## src/rtl/spi_rx_pkg.sv

```systemverilog
package spi_rx_pkg;

  // Bundle of the three serial pins as they pass through synchronization.
  typedef struct packed {
    logic sclk;
    logic sel_n;
    logic din;
  } pins_t;

  // Idle level of each pin: clock low, select released, data low.
  localparam pins_t PINS_IDLE = '{sclk: 1'b0, sel_n: 1'b1, din: 1'b0};

  localparam int PINS_W = $bits(pins_t);

endpackage

```

## src/rtl/bit_sync.sv

```systemverilog
module bit_sync #(
  parameter int               WIDTH   = 1,
  parameter int               STAGES  = 2,
  parameter logic [WIDTH-1:0] RST_VAL = '0
) (
  input  logic             clk,
  input  logic             rst,
  input  logic [WIDTH-1:0] d,
  output logic [WIDTH-1:0] q
);

  logic [STAGES-1:0][WIDTH-1:0] chain;

  always_ff @(posedge clk) begin
    if (rst) chain <= {STAGES{RST_VAL}};
    else     chain <= {chain[STAGES-2:0], d};
  end

  assign q = chain[STAGES-1];

endmodule

```

## src/rtl/edge_track.sv

```systemverilog
module edge_track (
  input  logic clk,
  input  logic rst,
  input  logic sclk_s,
  input  logic sel_s,
  output logic shift_en,
  output logic frame_end
);

  logic sclk_prev;
  logic sel_prev;

  always_ff @(posedge clk) begin
    if (rst) begin
      sclk_prev <= 1'b0;
      sel_prev  <= 1'b1;
    end else begin
      sclk_prev <= sclk_s;
      sel_prev  <= sel_s;
    end
  end

  // A rising serial clock counts only while the select is held low.
  assign shift_en  = sclk_s & ~sclk_prev & ~sel_s;
  assign frame_end = sel_s & ~sel_prev;

endmodule

```

## src/rtl/frame_assembler.sv

```systemverilog
module frame_assembler #(
  parameter int DATA_W = 8,
  parameter int CNT_W  = $clog2(DATA_W + 2)
) (
  input  logic              clk,
  input  logic              rst,
  input  logic              shift_en,
  input  logic              sel_s,
  input  logic              din_s,
  input  logic              frame_end,
  output logic              load,
  output logic [DATA_W-1:0] byte_q,
  output logic [CNT_W-1:0]  cnt
);

  localparam logic [CNT_W-1:0] CNT_FULL = CNT_W'(DATA_W);
  localparam logic [CNT_W-1:0] CNT_OVER = CNT_W'(DATA_W + 1);

  always_ff @(posedge clk) begin
    if (rst) begin
      byte_q <= '0;
      cnt    <= '0;
    end else begin
      if (sel_s)                           cnt <= '0;
      else if (shift_en && cnt != CNT_OVER) cnt <= cnt + 1'b1;
      if (shift_en) byte_q <= {byte_q[DATA_W-2:0], din_s};
    end
  end

  assign load = frame_end && (cnt == CNT_FULL);

endmodule

```

## src/rtl/out_stage.sv

```systemverilog
module out_stage #(
  parameter int DATA_W = 8
) (
  input  logic              clk,
  input  logic              rst,
  input  logic              load,
  input  logic [DATA_W-1:0] byte_in,
  output logic [DATA_W-1:0] out_data,
  output logic              out_valid,
  input  logic              out_ready
);

  logic slot_free;
  assign slot_free = !out_valid || out_ready;

  always_ff @(posedge clk) begin
    if (rst) begin
      out_data  <= '0;
      out_valid <= 1'b0;
    end else if (load && slot_free) begin
      out_data  <= byte_in;
      out_valid <= 1'b1;
    end else if (out_ready) begin
      out_valid <= 1'b0;
    end
  end

endmodule

```

## src/rtl/spi_byte_rx.sv

```systemverilog
module spi_byte_rx
  import spi_rx_pkg::*;
#(
  parameter int DATA_W      = 8,
  parameter int SYNC_STAGES = 2
) (
  input  logic              clk,
  input  logic              rst,
  input  logic              ser_clk,
  input  logic              ser_sel_n,
  input  logic              ser_din,
  output logic [DATA_W-1:0] out_data,
  output logic              out_valid,
  input  logic              out_ready
);

  localparam int CNT_W = $clog2(DATA_W + 2);

  pins_t             pins_raw;
  pins_t             pins_s;
  logic [PINS_W-1:0] sync_q;
  logic              sel_sync;
  logic              shift_en;
  logic              frame_end;
  logic              load_byte;
  logic [DATA_W-1:0] asm_byte;
  logic [CNT_W-1:0]  bit_cnt;

  assign pins_raw = '{sclk: ser_clk, sel_n: ser_sel_n, din: ser_din};

  bit_sync #(
    .WIDTH  (PINS_W),
    .STAGES (SYNC_STAGES),
    .RST_VAL(PINS_IDLE)
  ) i_sync (
    .clk(clk),
    .rst(rst),
    .d  (pins_raw),
    .q  (sync_q)
  );

  assign pins_s   = pins_t'(sync_q);
  assign sel_sync = pins_s.sel_n;

  edge_track i_edge (
    .clk      (clk),
    .rst      (rst),
    .sclk_s   (pins_s.sclk),
    .sel_s    (sel_sync),
    .shift_en (shift_en),
    .frame_end(frame_end)
  );

  frame_assembler #(
    .DATA_W(DATA_W),
    .CNT_W (CNT_W)
  ) i_asm (
    .clk      (clk),
    .rst      (rst),
    .shift_en (shift_en),
    .sel_s    (sel_sync),
    .din_s    (pins_s.din),
    .frame_end(frame_end),
    .load     (load_byte),
    .byte_q   (asm_byte),
    .cnt      (bit_cnt)
  );

  out_stage #(
    .DATA_W(DATA_W)
  ) i_out (
    .clk      (clk),
    .rst      (rst),
    .load     (load_byte),
    .byte_in  (asm_byte),
    .out_data (out_data),
    .out_valid(out_valid),
    .out_ready(out_ready)
  );

endmodule

```

## config.mk

```make
export PLATFORM = sky130hd
export DESIGN_NAME = spi_byte_rx
export DESIGN_NICKNAME = d
export VERILOG_FILES = /design/src/rtl/spi_rx_pkg.sv /design/src/rtl/bit_sync.sv /design/src/rtl/edge_track.sv /design/src/rtl/frame_assembler.sv /design/src/rtl/out_stage.sv /design/src/rtl/spi_byte_rx.sv
export SDC_FILE = /design/constraint.sdc
export NUM_CORES = 1
export LEC_CHECK = 0
export CORE_MARGIN = 3
export CORE_UTILIZATION = 64
export CTS_BUF_LIST = sky130_fd_sc_hd__clkbuf_16
export DETAILED_ROUTE_END_ITERATION = 10
export DONT_BUFFER_PORTS = 1
export MAX_ROUTING_LAYER = met4
export PLACE_DENSITY = 0.77
export SLEW_MARGIN = 10
export SYNTH_ARGS = -nofsm -noshare
export SYNTH_HDL_FRONTEND = slang
export SYNTH_SLANG_ARGS = --single-unit
```

## constraint.sdc

```tcl
create_clock -name clk -period 4.15 [get_ports clk]
set_input_delay 0 -clock clk [delete_from_list [all_inputs] [get_ports clk]]
set_output_delay 0 -clock clk [all_outputs]
set_load 0.1 [all_outputs]
```

; ---- After elaboration in Yosys (flattened, before gate mapping)
; Index checks and enable logic that the tools add are counted.
[op_classes]
n_eq_ne = 2
n_bitwise = 6
reduce_logical = 7
addsub = 1
n_mux = 2
[op_table]
columns = operator, count
row1 = adder 4 x 1 -> 4 bit (second input constant), 1
row2 = == test 4 bit (second input constant), 1
row3 = != test 4 bit (second input constant), 1
row4 = AND 1 bit, 3
row5 = logical AND 1 bit, 3
row6 = NOT 1 bit, 3
row7 = two-way mux 1 bit, 2
row8 = nonzero test 2 bit, 1
row9 = OR reduction 2 bit, 1
row10 = zero test 1 bit, 1
row11 = logical OR 1 bit, 1
[totals]
input_bits = 6
regBits = 29
elab_cells = 26
out_inout_bits = 9

; ---- Logic depth before layout (Yosys ltp)
; Gate-level depths: netlist of run 1.
[logic_depth]
ltp_word = 5
mapped_depth = 5
ltp_nobuf = 5

; ---- By module
; Synthesis of run 1 repeated with hierarchy kept, for this count alone.
[unflattened]
hier_cells = 113
hier_area_um2 = 1187.4
[modules_own_cells]
columns = module, instances, area_each_um2, seq_area_each_um2, cells_each
row1 = frame_assembler, 1, 534.3, 240.2, 53
row2 = out_stage, 1, 406.6, 180.2, 39
row3 = bit_sync, 1, 180.2, 120.1, 15
row4 = edge_track, 1, 66.3, 40.0, 6

; ---- Worst setup path before layout of run 1
; No wires, ideal clock.
[synth_timing]
path_type = flip-flop to flip-flop
startpoint = reg i_out.out_valid
endpoint = reg i_out.out_data[0]
t_arrival_ns = 1.552
stages_incl_launch_ff = 5
setup_time_ns = 0.124
period_less_slack_ns = 1.676
path_slack_ns = 2.474
required_ns = 4.026
cell_sequence = dfxtp_1 nand2b_1 and3_1 buf_2 mux2i_1
[synth_between]
elab_chain_cells = 3
[synth_lines]
columns = item, line_no
row1 = "start, declared", out_stage.sv:9  ; output logic out_valid,
row2 = "start signal, assigned", out_stage.sv:19  ; out_valid <= 1'b0;
row3 = "start signal, assigned", out_stage.sv:22  ; out_valid <= 1'b1;
row4 = "start signal, assigned", out_stage.sv:24  ; out_valid <= 1'b0;
row5 = zero test 1 bit, out_stage.sv:14  ; assign slot_free = !out_valid || out_ready;
row6 = logical OR 1 bit, out_stage.sv:14
row7 = logical AND 1 bit, out_stage.sv:20  ; end else if (load && slot_free) begin
row8 = "end signal, assigned", out_stage.sv:21  ; out_data <= byte_in;
row9 = "end, declared", out_stage.sv:8  ; output logic [DATA_W-1:0] out_data,
; No other way between the ends.
; A chain may end at the register's enable or synchronous reset.

; ---- Worst setup path in the final report of run 1
[layout_timing]
startpoint = reg i_out.out_valid
endpoint = reg i_out.out_valid
[layout_between]
elab_chain_cells = 4
elab_cells_between_ends = 5
cone_classes = 1 x mux / 4 x reduce/logical
[layout_lines]
columns = item, line_no
row1 = zero test 1 bit *, out_stage.sv:14
row2 = logical OR 1 bit *, out_stage.sv:14
row3 = logical AND 1 bit *, out_stage.sv:20
row4 = two-way mux 1 bit or nonzero test 2 bit (tied branches), n/a
; Every way passes the cells marked *; elsewhere a longest branch is shown, timed or not.

==> metrics, run 1 <==
Worst R2R End i_out.out_valid; grt met2 use 35.4%; Port Buffers 0; CTS clk-pin slew, worst paths 0.05 ns; Netlist Area Pre-Place 1120 um2; Pwr per Cell Area 475 nW/um2; static leakage 0.443 nW; CTS HTree Levels 2; Top Family by Delay on Critical Path flip-flops; Synth warnings 0; initial cell density of the core 71.3%; post-synthesis cell type with the largest combined area dfxtp_1; largest net degree at the start of global routing 34; Tot GR Track Use 22.6%; grt total ovfl 0; asr flop ratio synth 0%; Synth top area share 51.7%; Setup-failing EPs final 0; initial antenna violation count 0; final hold violations 0; hpwl dp 1170 um; Hold Crit Class input port to flop; VDD IR max 0.372 mV; most frequent cells in the layout dfxtp_1 (29), nand2b_1 (17), nand2_1 (17); row count 14; Total Nets Final 134; vias after detailed routing 778; RSZ-0062 raised after global routing false; final-report max-slew violation count 0; synth-to-layout area growth 16.4%; global-route met1 utilization 24.0%; synth unique cells 21; sequential area share after synthesis 51.7%; CP Capture Type flop; R2R depth 3; Largest stage delay, worst path 0.95 ns; Worst Setup Start Kind flop; met3 Resource Use GR 10.2%; Pint 0.505 mW; Max clock buf depth 2; top_reg_cell synth dfxtp_1; headroom to the max-slew limit 34.1%; die extent in x 47.9 um; routed wire length 2100 um; first-pass GRT wire length 3310 um; wire per inst 14.8 um; Die Area 2290 um2; # IOs 15; Slew @ Worst Pin 0.988 ns; Mapped Cells 119; HP Start ser_sel_n; CP Buf/Inv Count 1; Placer Congestion 0.789; antenna viol nets, final 0; diode count 0; post-synthesis register bit count 29; Crit Path Class flop to flop; CP max stage cell dfxtp_1; CTS-repair resized insts 0; fmax 532 MHz; via/cell ratio 5.48; FILL cells 95; Post-synth EDFFs 0; clock power share 52.2%; worst hold path depth 2; Mapped Nets 128; most crowded layer after global routing met2; post-layout util 82.9%; commonest non-fill, non-tap cell in the layout dfxtp_1; Tmin final 1.88 ns; setup TNS 0 ns; CTS tree yes; CP Cell Sequence nand2b_1 -> a21oi_1 -> dlygate4sd3_1; Logic pwr share 2.1%; root buffer cell clkbuf_16; synth top area cells dfxtp_1 (52%), nand2b_1 (9.5%), mux2i_1 (7.1%); sequential power share 45.7%; worst path required time 4.36 ns; postcts setup bufs 0; core area 1580 um2; Min-Delay Endpoint i_sync.chain[1]; Die H 47.9 um; Num CTS Buffers 5; CTS Sinks 29; switching portion of total power 18.7%; critical path fanouts, max 2; outcome finished clean; reg2reg setup slack 2.27 ns; Initial DRC Count 6; Max-Cap Viols 0; vias in the first global route 725; Sw Pwr 0.116 mW; drt first pass iters 4; Clock Skew 0.00338 ns; share of cells above drive strength 1 8.73%; Avg Cell Area, Syn 9.44 um2; Worst R2R Start i_out.out_valid; Data arrival, critical path 2.09 ns; clk_lat worst skew 0.27 ns; # DRC 0; hold buffer count at cts 5; final worst-path cycle share 45.3%
## Yosys cell counts (all sizes together) (3+ instances only)
library cell	count
o21ai	4
mux2i	8
dfxtp	29
nand2	17
or2	3
ha	3
nand2b	17
nor2b	5
clkbuf	5
a21oi	13
inv	3
nand3	3
## through the flow
stage | instance area [um2] | setup slack, ns | hold slack, ns | std cells | power (mW)
final | 1310 | 2.27 | 0.387 | 142 | 0.621
after global routing | 1310 | 2.16 | 0.390 | 142 | 0.641
after CTS | 1310 | 2.29 | 0.374 | 142 | 0.626
after detailed placement | 1120 | 2.37 | 0.0730 | 129 | 0.295
after global placement | 1120 | 2.40 | 0.0720 | 129 | 0.295
after floorplan | 1120 | 2.47 | 0.104 | 119 | 0.297
## power groups by stage
stage               registers [mW]  clock network, mW  logic [mW]
CTS                          0.284              0.329      0.0128
detailed placement           0.289                  0     0.00644
finish                       0.284              0.324      0.0131
global route                 0.284              0.342      0.0143
floorplan                    0.289                  0     0.00878
global placement             0.289                  0     0.00626
## worst register-to-register path, delay by kind of cell (launching register included)
kind            cells  cell delay (ns)
buf+inv             1             0.57
compound gates      1             0.16
simple gates        1             0.15
flops               1             0.95
## worst max path at each step
stage | from | endpoint | slack, ns | cells after the start
2_1_floorplan | i_out.out_valid | i_out.out_data[0] | 2.47 | 4
3_3_place_gp | i_out.out_valid | i_out.out_data[3] | 2.40 | 3
3_5_place_dp | i_out.out_valid | i_out.out_data[4] | 2.37 | 3
4_1_cts | i_out.out_valid | i_out.out_valid | 2.29 | 3
5_1_grt | i_out.out_valid | i_out.out_valid | 2.16 | 3
6_report | i_out.out_valid | i_out.out_valid | 2.27 | 3
## cells by family (layout without fill, tap and decap cells)
group,count (synthesis),in the layout,share of synthesized area (%)
mux,8,8,7.13
buf+inv,9,16,3.12
simple gates,53,53,27.2
flops,29,29,51.7
fa+ha+maj,3,3,3.34
compound gates,17,17,7.57
## layout make-up
class                   count  area (um2)  area share [%]
well taps                  16        20.0            1.53
inverters                   3        11.3           0.861
clock buffers               5         125            9.57
flip-flops and latches     29         581            44.4
multi-input cells          81         508            38.9
repair buffers              5        50.0            3.83
clock inverters             3        12.5           0.957
## flip-flops by register name (all words and copies together), names as in the netlist
register / count
i_asm.byte_q: 8
i_out.out_valid: 1
i_out.out_data: 8
i_edge.sel_prev: 1
i_sync.chain: 3
i_asm.cnt: 4
i_edge.sclk_prev: 1
i_sync.q: 3
## metal layers
layer | vias up | wire [um] | part of all wire, %
li1 | 405 | - | -
met5 | - | 0 | 0
met3 | 6 | 138 | 6.6
met2 | 21 | 1000 | 48
met1 | 346 | 913 | 43
met4 | 0 | 47 | 2.2
(Power assumes the default switching activity.)
==> inputs of run 2 (changes only) <==
--- a/config.mk
+++ b/config.mk
@@ -6,12 +6,12 @@
 export NUM_CORES = 1
 export LEC_CHECK = 0
 export CORE_MARGIN = 3
-export CORE_UTILIZATION = 64
+export CORE_UTILIZATION = 53
 export CTS_BUF_LIST = sky130_fd_sc_hd__clkbuf_16
 export DETAILED_ROUTE_END_ITERATION = 10
 export DONT_BUFFER_PORTS = 1
 export MAX_ROUTING_LAYER = met4
-export PLACE_DENSITY = 0.77
+export PLACE_DENSITY = 0.68
 export SLEW_MARGIN = 10
 export SYNTH_ARGS = -nofsm -noshare
 export SYNTH_HDL_FRONTEND = slang
==> constraint.sdc (replaced) <==
create_clock -name clk -period 1.73 [get_ports clk]
set_input_delay 0 -clock clk [delete_from_list [all_inputs] [get_ports clk]]
set_output_delay 0 -clock clk [all_outputs]
set_load 0.1 [all_outputs]
==> metrics, run 2 (synthesis results as in run 1) <==
R2R depth 3; Clock Skew 0.00462 ns; largest net degree at the start of global routing 34; Max-Cap Viols 0; share of cells above drive strength 1 16.1%; Hold Crit Class input port to flop; initial cell density of the core 56.7%; Initial DRC Count 19; via/cell ratio 5.13; Logic pwr share 2.0%; hpwl dp 1260 um; diode count 0; Hold Slack 0.373 ns; grt total ovfl 0; worst hold path depth 2; Crit Path Class flop to flop; hold buffer count at cts 5; headroom to the max-slew limit 38.8%; reg2reg setup slack 0.25 ns; CTS HTree Levels 2; row count 16; CTS tree yes; sequential power share 41.4%; Final Cell Area 1430 um2; Worst Setup Start Kind flop; Port Buffers 0; # DRC 0; antenna viol nets, final 0; Sw Pwr 0.283 mW; clock power share 56.6%; outcome finished clean; Max clock buf depth 2; Tmin final 1.48 ns; Num CTS Buffers 5; clk_lat worst skew 0.27 ns; Placement Setup Slack 0.243 ns; final worst-path cycle share 85.6%; Worst R2R Start i_sync.q[1]; register area 581 um2; Die Area 2710 um2; core area 1980 um2; Total Nets Final 145; drt first pass iters 4; FILL cells 150; wire per inst 12.1 um; CP Capture Type flop; critical path fanouts, max 14; die extent in x 52.0 um; switching portion of total power 17.2%; routed wire length 1990 um; biggest regs i_asm.byte_q: 8 flops, i_out.out_data: 8 flops, i_asm.cnt: 4 flops; root buffer cell clkbuf_16; final-report max-slew violation count 0; Setup-failing EPs final 0; Worst R2R End i_asm.cnt[2]; synth-to-layout area growth 27.2%; final worst setup slack 0.249 ns; commonest non-fill, non-tap cell in the layout dfxtp_1; HP Start ser_sel_n; Placer Congestion 0.785; static leakage 0.514 nW; CTS Sinks 29; Pint 1.36 mW; vias in the first global route 803; final hold violations 0; RSZ-0062 raised after global routing false; Min-Delay Endpoint i_sync.chain[1]; CTS-repair resized insts 0; Die H 52.0 um; Slew @ Worst Pin 0.914 ns; fmax 675 MHz; Pwr per Cell Area 1150 nW/um2; VDD IR max 1.06 mV; vias after detailed routing 842; DP Area 1220 um2; Multi-input gate area 508 um2; # IOs 15; Largest stage delay, worst path 0.48 ns; initial antenna violation count 0; Data arrival, critical path 1.69 ns; first-pass GRT wire length 3310 um; postcts setup bufs 0; most frequent cells in the layout dfxtp_1 (29), nand2b_1 (17), nand2_1 (17); setup TNS 0 ns; CP Cell Sequence or3b_4 -> or4_1 -> a21oi_1; CP max stage cell or3b_4; worst path required time 1.93 ns; Tot GR Track Use 17.7%; CTS clk-pin slew, worst paths 0.05 ns
-- run 2: cell type report --
cell class                      count  share of cell area (%)
Clock buffer                        5                    8.76
Clock inverter                      3                    2.63
Inverter                            3                   0.788
Multi-Input combinational cell     81                    35.6
Sequential cell                    29                    40.6
Tap cell                           27                    2.36
Timing Repair Buffer               16                    9.28
-- run 2: how the worst max path moves through the flow --
stage	startpoint	to	slack (ns)	depth (start not counted)
after floorplan	i_out.out_valid	i_out.out_data[0]	0.05	4
after global placement	i_sync.q[1]	i_asm.cnt[2]	0.28	3
after detailed placement	i_sync.q[1]	i_asm.cnt[2]	0.24	3
after CTS	i_sync.q[1]	i_asm.cnt[2]	0.25	3
after global routing	i_sync.q[1]	i_out.out_data[2]	0.14	4
final	i_sync.q[1]	i_asm.cnt[2]	0.25	3
-- run 2: power groups by stage --
stage	registers (mW)	clock network [mW]	logic, mW
CTS	0.681	0.944	0.0332
global placement	0.693	0	0.0155
floorplan	0.693	0	0.0210
global route	0.681	0.978	0.0357
detailed placement	0.694	0	0.0158
finish	0.681	0.930	0.0329
-- run 2: routing by layer --
layer / wire [um] / up-vias / part of all wire, % / track usage [%]
met4: 34 / 0 / 1.7 / 8.30
met1: 855 / 384 / 43 / 17.8
met2: 983 / 26 / 49 / 28.7
li1: - / 426 / - / -
met5: 0 / - / 0 / -
met3: 114 / 6 / 5.7 / 8.60
-- run 2: worst max-delay path: cells and delay by family (launching register included) --
family,cells,cell delay [ns]
DFF,1,0.33
and+or+nand+nor,2,0.96
AOI/OAI and AO/OA,1,0.12
-- run 2: per-stage QoR --
stage | util, % | cells | total power [mW]
final | 72.1 | 164 | 1.64
after global routing | 72.1 | 164 | 1.69
after global placement | 61.4 | 151 | 0.709
after detailed placement | 61.4 | 151 | 0.710
after CTS | 72.1 | 164 | 1.66
after floorplan | - | 119 | 0.714
==> inputs of run 3 (changes only) <==
--- a/config.mk
+++ b/config.mk
@@ -5,7 +5,6 @@
 export SDC_FILE = /design/constraint.sdc
 export NUM_CORES = 1
 export LEC_CHECK = 0
-export CORE_MARGIN = 3
 export CORE_UTILIZATION = 53
 export CTS_BUF_LIST = sky130_fd_sc_hd__clkbuf_16
 export DETAILED_ROUTE_END_ITERATION = 10
==> metrics, run 3 (synthesis results as in run 1) <==
outcome finished clean; antenna viol nets, final 0; # IOs 15; most frequent cells in the layout dfxtp_1 (29), nand2b_1 (17), nand2_1 (17); Max clock buf depth 2; fmax 667 MHz; synth-to-layout area growth 24.5%; sequential power share 45.8%; Placer Congestion 0.704; HP Start ser_sel_n; core area 1980 um2; Critical Path Start i_sync.q[1]; Max-Cap Viols 0; commonest non-fill, non-tap cell in the layout dfxtp_1; Pint 1.21 mW; CP Capture Type flop; biggest regs i_asm.byte_q: 8 flops, i_out.out_data: 8 flops, i_asm.cnt: 4 flops; initial antenna violation count 0; final-report max-slew violation count 0; vias after detailed routing 833; Pwr per Cell Area 1060 nW/um2; switching portion of total power 18.8%; Largest stage delay, worst path 0.45 ns; CTS HTree Levels 2; Multi-input gate area 508 um2; diode count 0; Top Family by Delay on Critical Path simple AND/OR/NAND/NOR gates; Hold Crit Class input port to flop; Tmin final 1.50 ns; routed wire length 1920 um; Slew @ Worst Pin 0.901 ns; Sw Pwr 0.279 mW; Port Buffers 0; final worst-path cycle share 86.7%; headroom to the max-slew limit 39.7%; # DRC 0; CP max stage cell nor4bb_1; vias in the first global route 656; Crit Path Class flop to flop; largest net degree at the start of global routing 34; Hold Slack 0.374 ns; clock power share 52.0%; CP Cell Sequence nor4bb_1 -> and3_1 -> buf_4 -> mux2i_1; Total Nets Final 145; Data arrival, critical path 1.69 ns; Tot GR Track Use 18.8%; clk_lat worst skew 0.27 ns; RSZ-0062 raised after global routing false; share of cells above drive strength 1 15.4%; Die H 48.0 um; row count 16; via/cell ratio 5.11; Worst R2R Start i_sync.q[1]; root buffer cell clkbuf_16; Worst Setup Start Kind flop; first-pass GRT wire length 2720 um; worst path required time 1.93 ns; Setup-failing EPs final 0; Num CTS Buffers 5; die extent in x 48.0 um; hpwl dp 1230 um; Initial DRC Count 17; Clock Skew 0.00455 ns; grt total ovfl 0; CTS clk-pin slew, worst paths 0.05 ns; postcts setup bufs 0; FILL cells 140; critical path fanouts, max 8; setup TNS 0 ns; Logic pwr share 2.2%; static leakage 0.500 nW; CTS Sinks 29; VDD IR max 1.02 mV; CTS tree yes; final hold violations 0; Die Area 2310 um2; wire per inst 11.7 um; register area 581 um2; drt first pass iters 4; CP Buf/Inv Count 1; initial cell density of the core 56.7%
run 3: cell type report:
class | instances | share of cell area [%]
Clock buffer | 5 | 8.94
Clock inverter | 2 | 0.537
Inverter | 3 | 0.805
Multi-Input combinational cell | 81 | 36.3
Sequential cell | 29 | 41.5
Tap cell | 27 | 2.42
Timing Repair Buffer | 16 | 9.48
run 3: worst paths after layout:
path / cells after the start / end / slack [ns]
setup / recovery: 4 / i_out.out_data[5] / 0.23
hold reg to reg: 1 / i_sync.q[1] / 0.42
setup reg to reg: 4 / i_out.out_data[5] / 0.23
hold / removal: 2 / i_sync.chain[1] / 0.37
run 3: repair_timing:
| item | in CTS | in global routing |
|---|---|---|
| resized for setup | 0 | 0 |
| hold buffers | 5 | 0 |
| endpoints found under the hold margin | 29 | 0 |
run 3: metrics by stage:
step / total power, mW / util (%) / cells / worst slack, ns / cell area [um2]
after floorplan: 0.714 / - / 119 / 0.0536 / 1120
after global routing: 1.53 / 70.6 / 163 / 0.127 / 1400
after CTS: 1.49 / 70.6 / 163 / 0.248 / 1400
after global placement: 0.709 / 61.4 / 151 / 0.278 / 1220
final: 1.49 / 70.6 / 163 / 0.231 / 1400
after detailed placement: 0.709 / 61.4 / 151 / 0.249 / 1220
run 3: power groups by stage:
stage	Sequential [mW]	Combinational (mW)	Clock [mW]
6_report	0.681	0.0327	0.773
5_1_grt	0.681	0.0355	0.811
4_1_cts	0.681	0.0327	0.780
3_5_place_dp	0.694	0.0156	0
3_3_place_gp	0.693	0.0155	0
2_1_floorplan	0.693	0.0210	0
run 3: worst reg2reg max path: stages (launching register included):
cell,delay (ns)
dfxtp_1,0.37
nor4bb_1,0.45
and3_1,0.22
buf_4,0.19
mux2i_1,0.20
run 3: layer usage:
metal	part of all wire [%]	track usage [%]	vias to the layer above
met5	0	-	-
met1	44	20.2	380
li1	-	-	422
met3	4.1	6.04	7
met4	4.0	15.0	0
met2	48	28.1	24
